--- config.mk ---
export PLATFORM = sky130hd
export DESIGN_NAME = code_burst_tx
export DESIGN_NICKNAME = d
export VERILOG_FILES = /design/src/rtl/cbt_pkg.sv /design/src/rtl/cbt_sync.sv /design/src/rtl/cbt_sel.sv /design/src/rtl/cbt_stop.sv /design/src/rtl/code_burst_tx.sv
export SDC_FILE = /design/constraint.sdc
export NUM_CORES = 1
export LEC_CHECK = 0
export BUFFER_PORTS_ARGS = -buffer_cell sky130_fd_sc_hd__buf_2
export CAP_MARGIN = 20
export CORE_AREA = 2 2 39 41
export CTS_CLUSTER_DIAMETER = 100
export DETAILED_ROUTE_END_ITERATION = 7
export DIE_AREA = 0 0 41 43
export GPL_ROUTABILITY_DRIVEN = 0
export PLACE_DENSITY = 0.75
export SETUP_SLACK_MARGIN = 0.02
export SYNTH_ARGS = -nofsm -noshare
export SYNTH_HDL_FRONTEND = slang
export SYNTH_SLANG_ARGS = --single-unit
--- constraint.sdc ---
create_clock -name clk_i -period 4.9 [get_ports clk_i]
set_clock_uncertainty 0.05 [all_clocks]
set_input_delay 0.98 -clock clk_i [delete_from_list [all_inputs] [get_ports clk_i]]
set_output_delay 0.98 -clock clk_i [all_outputs]
set_load 0.01 [all_outputs]
--- src/rtl/cbt_pkg.sv ---
package cbt_pkg;

    // Repeat select encoding on rep4_sel_i
    typedef enum logic {
        REP_THREE = 1'b0,
        REP_FOUR  = 1'b1
    } rep_mode_e;

    // Frame counter width: must reach the larger stop count (8)
    localparam int unsigned FRM_W = 4;

endpackage

--- src/rtl/cbt_sync.sv ---
module cbt_sync #(
    parameter int unsigned STAGES = 2
) (
    input  logic clk_i,
    input  logic rst_ni,
    input  logic async_i,
    output logic sync_o
);
    logic [STAGES-1:0] sh_d, sh_q;

    always_comb begin
        sh_d = {sh_q[STAGES-2:0], async_i};
    end

    always_ff @(posedge clk_i or negedge rst_ni) begin
        if (!rst_ni) sh_q <= '0;
        else         sh_q <= sh_d;
    end

    assign sync_o = sh_q[STAGES-1];
endmodule

--- src/rtl/cbt_sel.sv ---
module cbt_sel #(
    parameter int unsigned WIDTH = 16,
    localparam int unsigned SEL_W = $clog2(WIDTH)
) (
    input  logic [WIDTH-1:0] data_i,
    input  logic [SEL_W-1:0] idx_i,
    output logic             pick_no   // active-low selected bit
);
    logic [WIDTH-1:0] hot;

    for (genvar g = 0; g < WIDTH; g++) begin : g_dec
        assign hot[g] = (idx_i == SEL_W'(g));
    end

    assign pick_no = ~|(data_i & hot);
endmodule

--- src/rtl/cbt_stop.sv ---
module cbt_stop
    import cbt_pkg::*;
(
    input  logic [FRM_W-1:0] frm_i,
    input  rep_mode_e        mode_i,
    output logic             stop_o
);
    always_comb begin
        unique case (mode_i)
            REP_THREE: stop_o = frm_i[2] & frm_i[1];  // count 6
            REP_FOUR:  stop_o = frm_i[3];             // count 8
            default:   stop_o = 1'b0;
        endcase
    end
endmodule

--- src/rtl/code_burst_tx.sv ---
module code_burst_tx
    import cbt_pkg::*;
#(
    parameter int unsigned CODE_W      = 16,
    parameter int unsigned SYNC_STAGES = 2,
    localparam int unsigned SEL_W      = $clog2(CODE_W)
) (
    input  logic              clk_i,
    input  logic              rst_ni,
    input  logic              activate_i,
    input  logic              rep4_sel_i,
    input  logic [CODE_W-1:0] code_i,
    output logic              ser_o,
    output logic              tx_active_o,
    output logic              done_o
);
    localparam logic [SEL_W-1:0] LAST_POS = SEL_W'(CODE_W - 1);

    typedef struct packed {
        logic [SEL_W-1:0] pos;
        logic [FRM_W-1:0] frm;
    } state_t;

    state_t    st_d, st_q;
    logic      act_sync;
    logic      stop;
    logic      pick_n;
    rep_mode_e mode;

    assign mode = rep_mode_e'(rep4_sel_i);

    cbt_sync #(.STAGES(SYNC_STAGES)) u_sync (
        .clk_i   (clk_i),
        .rst_ni  (rst_ni),
        .async_i (activate_i),
        .sync_o  (act_sync)
    );

    cbt_stop u_stop (
        .frm_i  (st_q.frm),
        .mode_i (mode),
        .stop_o (stop)
    );

    cbt_sel #(.WIDTH(CODE_W)) u_sel (
        .data_i  (code_i),
        .idx_i   (st_q.pos),
        .pick_no (pick_n)
    );

    always_comb begin
        st_d = st_q;
        if (!act_sync) begin
            st_d.pos = '0;
            st_d.frm = '0;
        end else if (stop) begin
            st_d.pos = '0;
        end else begin
            st_d.pos = st_q.pos + 1'b1;
            if (st_q.pos == LAST_POS) st_d.frm = st_q.frm + 1'b1;
        end
    end

    always_ff @(posedge clk_i or negedge rst_ni) begin
        if (!rst_ni) st_q <= '0;
        else         st_q <= st_d;
    end

    assign tx_active_o = act_sync & ~stop & ~st_q.frm[0];
    assign ser_o       = tx_active_o & ~pick_n;
    assign done_o      = act_sync & stop;
endmodule

==> run_results.csv <==
group,metric,value,unit
timing,rsz0062_at_grt,"no",
critical_path,critical_path_arrival,1890,ps
layout,syn_to_final_growth,27.02,%
logic_synthesis,syn_area,588.1,um2
power,clockPowerShare,37.6,%
timing,fin_setup_tns,0,ps
detailed_routing,dr_total_vias,519,
cts,cts_resized,0,
layout,finalInstanceArea,747.0,um2
logic_synthesis,synth_seq_cells,10,
detailed_routing,vias_per_cell,5.190,
global_routing,grt_max_degree,11,
timing,finalSetupViolations,0,
layout,instances_no_fill,100,
logic_synthesis,syn-num-nets,84,
placed_design,dp_cells,96,
die,chipHeight,43,um
cts,clock_path_buffers,2,
cts,cts_setup_buffers,0,
detailed_routing,route.detailed.drc,0,
global_routing,grt_use_total,16.28,%
detailed_routing,dr.pass1.iters,6,
critical_path,crit_end,"ser_o",
flow_run,cap_violations,0,
critical_path,r2r_start,"st_q[4]$_DFF_PN0_",
cts,clk_pin_slew_worst_paths,60,ps
cts,h-tree-depth,1,
die,core_region_area,1384,um2
critical_path,r2r_slack,3390,ps
logic_synthesis,syn_inst,59,
logic_synthesis,yosysSeqAreaShare,42.55,%
layout,final_cell_mix,"buf_2, dfrtp_1, nor2_1",
detailed_routing,drtIter0Drc,9,
timing,relSlewSlack,81.27,%
global_routing,grt_pass1_vias,499,
critical_path,cp-start-kind,"input pin",
die,pin_count,23,
logic_synthesis,netlist.area_leader.share,42.55,%
cts,clock_latency,260,ps
logic_synthesis,yosys_warnings,0,
logic_synthesis,synth_top_area_cell,"dfrtp_1",
critical_path,path_class,"in2out",
power,p_leak,0.0003836,uW
cts,root_buffer,"clkbuf_4",
timing,maxSlewViolCount,0,
layout,drive_gt1_share,33.33,%
power,p_comb_share,16.1,%
power,switching_power,45.43,uW
placed_design,port_buffers,22,
timing,fmax,0.3423,GHz
layout,nNetsFinal,110,
critical_path,crit_fanout,5,
critical_path,reg2reg_to,"st_q[0]$_DFFE_PN0P_",
min_path,hp-start,"u_sync.sh_q[0]$_DFF_PN0_",
cts,cts_buffers,3,
detailed_routing,wl_per_cell,11.57,um
status,outcome,"complete, no violations",
detailed_routing,postRouteAntennaNets,0,
global_routing,grt_overflow,0,
min_path,hold_path_class,"reg2reg",
timing,finalHoldViolCount,0,
power,pwr-share-seq,46.3,%
die,fp.dieArea,1763,um2
timing,max_slew.worst_pin.slew,281.0,ps
cts,cts_sinks,10,
placed_design,hpwlAfterDp,959.9,um
layout,final_common_cell,"buf_2",
cts,hold_buffers,0,
critical_path,crit_required,3870,ps
critical_path,worstRegToRegCells,5,
logic_synthesis,synth_cell_types,23,
power,p_int,146.6,uW
die,rows,14,
timing,fin_crit_sh,59.62,%
power,ir_drop,0.2371,mV
layout,num_antenna_cells,0,
die,die_w,41,um
logic_synthesis,avgSynthCellArea,9.967,um2
die,start_util,42.50,%
critical_path,cp-startpoint,"rep4_sel_i",
critical_path,end_kind,"output port",
logic_synthesis,synthTopCellsByArea,"dfrtp_1, ha_1, xnor2_1, a22oi_1, nand3_1",
global_routing,antenna_found_initial,0,
cts,cts_tree,"yes",
power,power_density,257.0,nW/um2
power,p_sw_share,23.66,%
placed_design,dpl_cell_area,710.7,um2
global_routing,grt_pass1_wl,1918,um
timing,fin_crit,2922,ps
detailed_routing,drt_wl_total,1157,um
[routing by layer]
metal | vias up | part of all wire, % | track usage, %
li1 | 259 | - | -
met1 | 249 | 44 | 17.79
met2 | 11 | 51 | 25.94
met3 | 0 | 4.8 | 9.424
met4 | 0 | 0 | 4.000
met5 | - | 0 | 0
[power groups by stage]
stage | combinational [uW] | clock [uW] | sequential [uW]
6_report | 30.9 | 72.2 | 88.8
5_1_grt | 35.5 | 78.8 | 89.4
3_3_place_gp | 30.6 | 0 | 90.2
3_5_place_dp | 31.4 | 0 | 90.4
2_1_floorplan | 19.3 | 0 | 88.9
4_1_cts | 31.4 | 75.2 | 88.9
[area by class of cell]
cell class / instances / area [um2]
tap: 16 / 20.02
clock buffer: 4 / 36.28
multi-input combinational: 44 / 315.3
fill: 130 / 636.9
timing repair buffer: 22 / 110.1
sequential: 10 / 250.2
inverter: 4 / 15.01
[through the flow]
stage	setup slack [ps]	hold slack, ps	power (uW)	utilization (%)
3_5_place_dp	1991	288.9	121.8	51.36
5_1_grt	1822	309.5	203.6	53.98
2_1_floorplan	2116	281.2	108.2	-
3_3_place_gp	2009	284.8	120.8	51.36
6_report	1978	298.7	192.0	53.98
4_1_cts	1983	303.1	195.4	53.98
[registers in the layout (all words and copies together) (netlist names)]
register     cells
u_sync.sh_q      2
st_q             8
[worst min path at each step]
| stage | to | slack [ps] | cells after the start |
|---|---|---|---|
| after detailed placement | u_sync.sh_q[1]$_DFF_PN0_ | 290 | 0 |
| after floorplan | u_sync.sh_q[1]$_DFF_PN0_ | 280 | 0 |
| after global placement | u_sync.sh_q[1]$_DFF_PN0_ | 280 | 0 |
| after CTS | u_sync.sh_q[1]$_DFF_PN0_ | 300 | 0 |
| final | u_sync.sh_q[1]$_DFF_PN0_ | 300 | 0 |
| after global routing | u_sync.sh_q[1]$_DFF_PN0_ | 310 | 0 |
[worst max-delay path, cell delays in order]
cell and delay [ps]:
buf_2 100, nand2_1 130, nand3_1 190, nor2_1 180
a21boi_1 170, buf_2 140
[cells in the mapped netlist]
| master | count |
|---|---|
| o211ai_1 | 1 |
| a21oi_1 | 1 |
| a21boi_1 | 1 |
| and2_1 | 2 |
| a222oi_1 | 2 |
| xnor2_1 | 4 |
| dfrtp_1 | 10 |
| inv_1 | 4 |
| nand3b_2 | 1 |
| and3_1 | 1 |
| nand3_2 | 1 |
| o21a_1 | 1 |
| a22oi_1 | 4 |
| nand3_1 | 5 |
| nor2b_1 | 1 |
| buf_4 | 1 |
| nand2_1 | 4 |
| nor2_1 | 6 |
| mux2i_1 | 1 |
| nand4_1 | 1 |
| ha_1 | 5 |
| a21boi_0 | 1 |
| a211oi_1 | 1 |
[kinds of logic after synthesis]
logic type,count (synthesis),share of synthesized area [%]
flops,10,42.55
fa+ha+maj,5,10.64
xor+xnor,4,5.957
simple gates,22,19.57
mux,1,1.702
compound gates,12,15.75
buf+inv,5,3.830
Power figures use the tool's default switching activity.
